`config.mk`:
```
export PLATFORM = sky130hd
export DESIGN_NAME = flash_cmd_ctrl
export DESIGN_NICKNAME = d
export VERILOG_FILES = /design/src/rtl/fcc_pkg.sv /design/src/rtl/fcc_bus_front.sv /design/src/rtl/fcc_seq.sv /design/src/rtl/fcc_timer.sv /design/src/rtl/fcc_array.sv /design/src/rtl/flash_cmd_ctrl.sv
export SDC_FILE = /design/constraint.sdc
export NUM_CORES = 2
export LEC_CHECK = 0
export BUFFER_PORTS_ARGS = -buffer_cell sky130_fd_sc_hd__buf_2
export CORE_ASPECT_RATIO = 0.5
export CORE_MARGIN = 2
export CORE_UTILIZATION = 40
export DETAILED_ROUTE_END_ITERATION = 10
export PLACE_DENSITY = 0.6
export REMOVE_ABC_BUFFERS = 1
export SLEW_MARGIN = 0
export SYNTH_ARGS = -nofsm -noshare
export SYNTH_HDL_FRONTEND = slang
export SYNTH_SLANG_ARGS = --single-unit
```
`constraint.sdc`:
```
create_clock -name clk_i -period 3.76 [get_ports clk_i]
set_input_delay 0 -clock clk_i [delete_from_list [all_inputs] [get_ports clk_i]]
set_output_delay 0 -clock clk_i [all_outputs]
set_load 0.03 [all_outputs]
```
`src/rtl/fcc_pkg.sv`:
```
package fcc_pkg;

  typedef enum logic [2:0] {
    SQ_IDLE, SQ_U1, SQ_U2, SQ_PGM, SQ_E3, SQ_E4, SQ_E5
  } seq_state_e;

  typedef enum logic [1:0] {
    OP_PROG, OP_SERASE, OP_CERASE
  } op_kind_e;

  typedef struct packed {
    op_kind_e    kind;
    logic [15:0] addr;
    logic [15:0] data;
  } op_req_t;

  localparam logic [14:0] KEY_ADDR_A   = 15'h5555;
  localparam logic [14:0] KEY_ADDR_B   = 15'h2AAA;
  localparam logic [7:0]  CODE_UNLK_A  = 8'hAA;
  localparam logic [7:0]  CODE_UNLK_B  = 8'h55;
  localparam logic [7:0]  CODE_PROG    = 8'hA0;
  localparam logic [7:0]  CODE_ERASE   = 8'h80;
  localparam logic [7:0]  CODE_ID_IN   = 8'h90;
  localparam logic [7:0]  CODE_ID_OUT  = 8'hF0;
  localparam logic [7:0]  CODE_SECT    = 8'h30;
  localparam logic [7:0]  CODE_CHIP    = 8'h10;
  localparam logic [15:0] ID_MAKER     = 16'h00BF;
  localparam logic [15:0] ID_PART      = 16'h2788;

endpackage

```
`src/rtl/fcc_bus_front.sv`:
```
module fcc_bus_front (
  input  logic        clk_i,
  input  logic        rst_ni,
  input  logic        ce_ni,
  input  logic        oe_ni,
  input  logic        we_ni,
  input  logic [15:0] addr_i,
  input  logic [15:0] data_i,
  output logic        wr_end_o,
  output logic [15:0] wr_addr_o,
  output logic [15:0] wr_data_o,
  output logic        rd_act_o,
  output logic        rd_end_o
);
  logic wr_act, wr_q, rd_q;
  logic [15:0] addr_q, data_q;

  // OE low inhibits writes
  assign wr_act   = ~ce_ni & ~we_ni & oe_ni;
  assign rd_act_o = ~ce_ni & ~oe_ni;

  always_ff @(posedge clk_i or negedge rst_ni) begin
    if (!rst_ni) begin
      wr_q   <= 1'b0;
      rd_q   <= 1'b0;
      addr_q <= '0;
      data_q <= '0;
    end else begin
      wr_q <= wr_act;
      rd_q <= rd_act_o;
      if (wr_act && !wr_q) addr_q <= addr_i;
      if (wr_act)          data_q <= data_i;
    end
  end

  assign wr_end_o  = wr_q & ~wr_act;
  assign rd_end_o  = rd_q & ~rd_act_o;
  assign wr_addr_o = addr_q;
  assign wr_data_o = data_q;
endmodule

```
`src/rtl/fcc_seq.sv`:
```
module fcc_seq
  import fcc_pkg::*;
(
  input  logic        clk_i,
  input  logic        rst_ni,
  input  logic        wr_end_i,
  input  logic [15:0] wr_addr_i,
  input  logic [15:0] wr_data_i,
  input  logic        busy_i,
  output logic        start_o,
  output op_req_t     op_o,
  output logic        id_mode_o
);
  seq_state_e state_q, state_d;
  logic       id_q, id_d;
  logic [14:0] key_a;
  logic [7:0]  key_d;

  assign key_a = wr_addr_i[14:0];
  assign key_d = wr_data_i[7:0];

  always_comb begin
    state_d   = state_q;
    id_d      = id_q;
    start_o   = 1'b0;
    op_o.kind = OP_PROG;
    op_o.addr = wr_addr_i;
    op_o.data = wr_data_i;
    if (wr_end_i && !busy_i) begin
      unique case (state_q)
        SQ_IDLE: begin
          if (key_a == KEY_ADDR_A && key_d == CODE_UNLK_A) state_d = SQ_U1;
          else if (key_d == CODE_ID_OUT)                   id_d = 1'b0;
        end
        SQ_U1:
          state_d = (key_a == KEY_ADDR_B && key_d == CODE_UNLK_B) ? SQ_U2 : SQ_IDLE;
        SQ_U2: begin
          state_d = SQ_IDLE;
          if (key_a == KEY_ADDR_A) begin
            unique case (key_d)
              CODE_PROG:   state_d = SQ_PGM;
              CODE_ERASE:  state_d = SQ_E3;
              CODE_ID_IN:  id_d = 1'b1;
              CODE_ID_OUT: id_d = 1'b0;
              default:     state_d = SQ_IDLE;
            endcase
          end
        end
        SQ_PGM: begin
          start_o = 1'b1;
          state_d = SQ_IDLE;
        end
        SQ_E3:
          state_d = (key_a == KEY_ADDR_A && key_d == CODE_UNLK_A) ? SQ_E4 : SQ_IDLE;
        SQ_E4:
          state_d = (key_a == KEY_ADDR_B && key_d == CODE_UNLK_B) ? SQ_E5 : SQ_IDLE;
        SQ_E5: begin
          state_d = SQ_IDLE;
          if (key_d == CODE_SECT) begin
            start_o   = 1'b1;
            op_o.kind = OP_SERASE;
          end else if (key_a == KEY_ADDR_A && key_d == CODE_CHIP) begin
            start_o   = 1'b1;
            op_o.kind = OP_CERASE;
          end
        end
        default: state_d = SQ_IDLE;
      endcase
    end
  end

  always_ff @(posedge clk_i or negedge rst_ni) begin
    if (!rst_ni) begin
      state_q <= SQ_IDLE;
      id_q    <= 1'b0;
    end else begin
      state_q <= state_d;
      id_q    <= id_d;
    end
  end

  assign id_mode_o = id_q;
endmodule

```
`src/rtl/fcc_timer.sv`:
```
module fcc_timer
  import fcc_pkg::*;
#(
  parameter int T_PROG   = 14,
  parameter int T_SERASE = 200,
  parameter int T_CERASE = 400
) (
  input  logic        clk_i,
  input  logic        rst_ni,
  input  logic        start_i,
  input  op_req_t     op_i,
  input  logic        rd_end_i,
  output logic        busy_o,
  output logic        tog_o,
  output logic [15:0] stat_o
);
  localparam int T_AB  = (T_PROG > T_SERASE) ? T_PROG : T_SERASE;
  localparam int T_MAX = (T_AB > T_CERASE) ? T_AB : T_CERASE;
  localparam int CNT_W = $clog2(T_MAX + 1);

  logic [CNT_W-1:0] cnt_q, load_val;
  logic busy_q, tog_q, dq7_q;
  logic unused_bits;

  assign unused_bits = ^{op_i.addr, op_i.data[15:8], op_i.data[6:0]};

  always_comb begin
    unique case (op_i.kind)
      OP_SERASE: load_val = CNT_W'(T_SERASE - 1);
      OP_CERASE: load_val = CNT_W'(T_CERASE - 1);
      default:   load_val = CNT_W'(T_PROG - 1);
    endcase
  end

  always_ff @(posedge clk_i or negedge rst_ni) begin
    if (!rst_ni) begin
      busy_q <= 1'b0;
      cnt_q  <= '0;
      tog_q  <= 1'b0;
      dq7_q  <= 1'b0;
    end else if (start_i) begin
      busy_q <= 1'b1;
      cnt_q  <= load_val;
      tog_q  <= 1'b0;
      dq7_q  <= (op_i.kind == OP_PROG) ? ~op_i.data[7] : 1'b0;
    end else if (busy_q) begin
      if (rd_end_i) tog_q <= ~tog_q;
      if (cnt_q == '0) busy_q <= 1'b0;
      else             cnt_q  <= cnt_q - 1'b1;
    end
  end

  assign busy_o = busy_q;
  assign tog_o  = tog_q;
  assign stat_o = {8'h00, dq7_q, tog_q, 6'h00};
endmodule

```
`src/rtl/fcc_array.sv`:
```
module fcc_array
  import fcc_pkg::*;
#(
  parameter int SECT_LSB   = 11,
  parameter int SECT_SEL_W = 2,
  parameter int ROW_W      = 4
) (
  input  logic        clk_i,
  input  logic        rst_ni,
  input  logic        start_i,
  input  op_req_t     op_i,
  input  logic [15:0] rd_addr_i,
  output logic [15:0] rd_data_o
);
  localparam int IDX_W = SECT_SEL_W + ROW_W;
  localparam int DEPTH = 1 << IDX_W;

  function automatic logic [IDX_W-1:0] word_idx(input logic [15:0] a);
    return {a[SECT_LSB+SECT_SEL_W-1:SECT_LSB], a[ROW_W-1:0]};
  endfunction

  logic [15:0] words [DEPTH];
  logic [IDX_W-1:0] op_idx;
  logic unused_bits;

  assign op_idx      = word_idx(op_i.addr);
  assign unused_bits = ^{op_i.addr, rd_addr_i};

  for (genvar g = 0; g < DEPTH; g++) begin : g_word
    localparam logic [IDX_W-1:0] GI = IDX_W'(g);
    logic [15:0] word_q;
    always_ff @(posedge clk_i or negedge rst_ni) begin
      if (!rst_ni) begin
        word_q <= '1;
      end else if (start_i) begin
        unique case (op_i.kind)
          OP_PROG:   if (op_idx == GI) word_q <= word_q & op_i.data;
          OP_SERASE: if (op_idx[IDX_W-1:ROW_W] == GI[IDX_W-1:ROW_W]) word_q <= '1;
          default:   word_q <= '1;
        endcase
      end
    end
    assign words[g] = word_q;
  end

  assign rd_data_o = words[word_idx(rd_addr_i)];
endmodule

```
`src/rtl/flash_cmd_ctrl.sv`:
```
module flash_cmd_ctrl
  import fcc_pkg::*;
#(
  parameter int SECT_LSB   = 11,
  parameter int SECT_SEL_W = 2,
  parameter int ROW_W      = 4,
  parameter int T_PROG     = 14,
  parameter int T_SERASE   = 200,
  parameter int T_CERASE   = 400
) (
  input  logic        clk_i,
  input  logic        rst_ni,
  input  logic        ce_ni,
  input  logic        oe_ni,
  input  logic        we_ni,
  input  logic [15:0] addr_i,
  input  logic [15:0] data_i,
  output logic [15:0] data_o,
  output logic        data_oe_o
);
  logic        wr_end, rd_act, rd_end, busy, tog, id_mode, op_start;
  logic [15:0] wr_addr, wr_data, stat_word, arr_data;
  op_req_t     op_req;

  fcc_bus_front u_front (
    .clk_i, .rst_ni, .ce_ni, .oe_ni, .we_ni, .addr_i, .data_i,
    .wr_end_o(wr_end), .wr_addr_o(wr_addr), .wr_data_o(wr_data),
    .rd_act_o(rd_act), .rd_end_o(rd_end)
  );

  fcc_seq u_seq (
    .clk_i, .rst_ni, .wr_end_i(wr_end), .wr_addr_i(wr_addr), .wr_data_i(wr_data),
    .busy_i(busy), .start_o(op_start), .op_o(op_req), .id_mode_o(id_mode)
  );

  fcc_timer #(.T_PROG(T_PROG), .T_SERASE(T_SERASE), .T_CERASE(T_CERASE)) u_timer (
    .clk_i, .rst_ni, .start_i(op_start), .op_i(op_req), .rd_end_i(rd_end),
    .busy_o(busy), .tog_o(tog), .stat_o(stat_word)
  );

  fcc_array #(.SECT_LSB(SECT_LSB), .SECT_SEL_W(SECT_SEL_W), .ROW_W(ROW_W)) u_array (
    .clk_i, .rst_ni, .start_i(op_start), .op_i(op_req),
    .rd_addr_i(addr_i), .rd_data_o(arr_data)
  );

  // status has priority over ID and array data
  always_comb begin
    if (busy)         data_o = stat_word;
    else if (id_mode) data_o = addr_i[0] ? ID_PART : ID_MAKER;
    else              data_o = arr_data;
  end

  assign data_oe_o = rd_act;
endmodule

```
==> flow_summary.toml <==
[timing]
finalSetupViolCount = 0
fmax_ghz = 0.275
max_slew_margin_pct = 21.3
drv_slew = 0
hold_viol = 0
tightestPinTransition_ps = 1180
min_period_ps = 3630
fin_skew_ps = 23.9
rsz0062_at_grt = "false"
fin_crit_sh_pct = 96.6
timing.setup.tns_ps = 0

[cts]
cts_setup_buffers = 0
clock_sinks = 1073
clk_pin_slew_worst_paths_ps = 60
cts-root-buf = "clkbuf_16"
worstSkewPairLatency_ps = 730
numCtsBuffers = 104
cts_tree = "done"
cts_max_level = 3
cts.path.max_buffers = 3

[critical_path]
rr_startpoint = "u_front.wr_addr_o[3]"
r2r_setup_slack_ps = 280
crit_path_cell_trace = "mux4_2 > mux2_2 > o22ai_1 > a2111oi_0 > a21oi_1 > o21ai_0 > buf_2"
critPathCapture = "data_o[6]"
crit_path_start = "u_array.g_word[57].word_q[6]"
cpMaxStageDelayCell = "a2111oi_0"
cp_max_fo = 2
cp.required_ps = 3760
crit_family = "compound AO/OA/AOI/OAI gates"
worst-path-buf-inv = 1
worstSetupEndpointType = "primary output"
rr_worst_depth = 11
crit_cells = 7
worstSetupPathType = "reg -> out"
critical-path-max-stage-delay_ps = 970
critical_path_arrival_ps = 3630
reg2reg_to = "u_array.g_word[29].word_q[9]"
critical_path.startpoint_type = "flip-flop"

[route]
wl_per_cell_um = 25.9
drt_wl_total_um = 160000
ant_nets = 0
first_iter_violations = 4214
dr.pass1.iters = 6
num_vias = 38600
routed_via_density = 6.26
drcViolationCount = 0

[global_routing]
grt_pass1_wl_um = 246000
grt_pass1_vias = 38800
grt.total_usage_pct = 23.5
antenna_found_initial = 3
overflow = 0
grt_max_degree = 208

[finish]
area_growth_pct = 12.7
nets = 4351
stdcell_count = 6172
drive_above_1_share_pct = 41.6
antenna_cells_inserted = 0

[logic_synthesis]
syn_area_um2 = 52800
synth.distinct_cells = 60
async_flop_share_pct = 100
syn_area_per_cell_um2 = 12.0
synth_seq_area_share_pct = 53.3
syn-instance-count = 4391
synth-edff-count = 0
ys_ff_latch = 1073
ys_warn_count = 0
ys.flop_type = "dfstp_2"

[place]
dp_hpwl_um = 97100
dp.cells = 5928
port_buffers = 52
gp_congestion = 0.846

[die]
dieArea_um2 = 135000
die_w_um = 518
rows = 94
initial_core_util_pct = 40.2
io_pins = 54
core_area_um2 = 131000
die_h_um = 261

[job]
max-cap-violations = 0

[power_and_ir_drop]
irDropWorstVdd_v = 0.000348
p_leak_nw = 28.3
power_density_nw_per_um2 = 406

[worst_hold_path]
hp-class = "in -> reg"

[outcome]
status = "complete, no violations"
-- through the flow --
stage                     utilization, %  instance area, um^2  hold WS [ps]  total power, mW  setup WS, ps
after global placement              42.3                55600           186             13.6           335
after floorplan                        -                50600          -296             12.5        -17710
after global routing                45.3                59500          51.2             24.9           108
after detailed placement            42.3                55600           191             13.6           276
final                               45.3                59500          52.5             24.2           129
after CTS                           45.3                59500          1.71             24.4           255
-- cell families (layout without fill, tap and decap cells) --
kind of cell,Yosys count,in the layout,share of synthesized area [%]
fa+ha+maj,5,5,0.119
buf+inv,525,530,4.20
xor+xnor,8,8,0.133
compound gates,1248,1248,17.4
flops,1073,1073,53.3
mux,356,356,13.9
simple gates,1176,1176,11.0
-- synthesized netlist by cell type (all sizes together), types with 3 or more instances --
master,number,area share [%]
a211oi,3,0.043
a21o,837,12
a21oi,83,0.79
a221oi,4,0.066
a22oi,7,0.10
a2bb2oi,60,1.0
a32oi,3,0.050
and2,3,0.036
buf,224,2.1
clkbuf,289,2.1
dfrtp,49,2.3
dfstp,1024,51
ha,5,0.12
inv,12,0.085
mux2,34,0.73
mux2i,25,0.47
mux4,297,13
nand2,169,1.2
nand2b,11,0.13
nand3,859,8.1
nand4,6,0.071
nor2,50,0.36
nor2b,16,0.19
nor3,31,0.36
nor4,8,0.11
nor4b,3,0.062
o211ai,6,0.085
o21ai,83,0.79
o221ai,4,0.066
o22ai,15,0.18
o31ai,3,0.043
o41ai,132,2.2
or2,3,0.036
or3,5,0.059
xnor2,6,0.10
-- worst register-to-register path: cells and delay by family (launching register included) --
family                   cells  cell delay (ps)
adder cells (fa/ha/maj)      1              360
AO/OA/AOI/OAI                2              490
buffers and inverters        2              730
flip-flops                   1              380
AND/OR/NAND/NOR              6             1470
-- repair_timing --
action,CTS,global route
hold buffers,51,0
setup endpoints to repair,0,104
gates resized for setup,0,4
hold endpoints to repair,205,0
-- power by group --
| part | leakage [nW] | switching, mW | total [mW] | internal, mW |
|---|---|---|---|---|
| Clock | 1.69 | 4.67 | 10.7 | 5.99 |
| Sequential | 11.1 | 0.0987 | 11.8 | 11.7 |
| Combinational | 15.5 | 1.25 | 1.73 | 0.485 |
-- sequential cells by signal, indices dropped and copies added, names as in the netlist --
register               count
u_front.wr_data_o         16
u_timer.dq7_q              1
u_seq.state_q              3
u_front.wr_q               1
u_front.rd_q               1
u_timer.busy_o             1
u_timer.cnt_q              9
u_array.g_word.word_q   1024
u_front.wr_addr_o         15
u_timer.tog_o              1
u_seq.id_mode_o            1
-- final cells by class --
type / count / area, um^2
clock buffer: 158 / 3040
timing repair buffer: 325 / 3100
inverter: 12 / 45.0
multi-input combinational: 2793 / 22600
sequential: 1073 / 28100
fill: 11800 / 71700
clock inverter: 35 / 384
tap: 1776 / 2220
-- layout by cell type (no fill, tap or decap), types with 16 or more instances in the layout --
master	instances
dfstp_2	1024
mux2_2	34
clkbuf_16	104
o41ai_1	132
dlygate4sd3_1	51
clkbuf_1	31
nor2b_1	16
o21ai_1	65
clkinv_2	19
a21o_1	833
a2bb2oi_1	60
dfrtp_1	47
o21ai_0	18
nor2_1	37
mux2i_1	25
nor3_1	27
buf_4	173
nand2_1	169
a21oi_1	83
nand3_1	859
clkbuf_8	23
buf_2	47
buf_12	50
mux4_2	297
-- worst min-delay path by stage --
stage / startpoint / to / slack (ps) / cells after the start
3_5_place_dp: oe_ni / u_front.rd_q / 190 / 2
6_report: addr_i[13] / u_front.wr_addr_o[13] / 50 / 3
4_1_cts: addr_i[14] / u_front.wr_addr_o[14] / 2 / 3
2_1_floorplan: rst_ni / u_front.rd_q / -300 / 0
5_1_grt: addr_i[13] / u_front.wr_addr_o[13] / 50 / 3
3_3_place_gp: oe_ni / u_front.rd_q / 190 / 2
-- routing by layer --
| metal | vias up | part of all wire, % | global-route usage [%] |
|---|---|---|---|
| met5 | - | 0 | 0 |
| met4 | 0 | 3.5 | 8.46 |
| met3 | 287 | 7.3 | 4.09 |
| met2 | 1521 | 46 | 37.2 |
| met1 | 20500 | 43 | 32.6 |
| li1 | 16300 | - | - |
No activity file was read; power rests on OpenSTA's default activity.
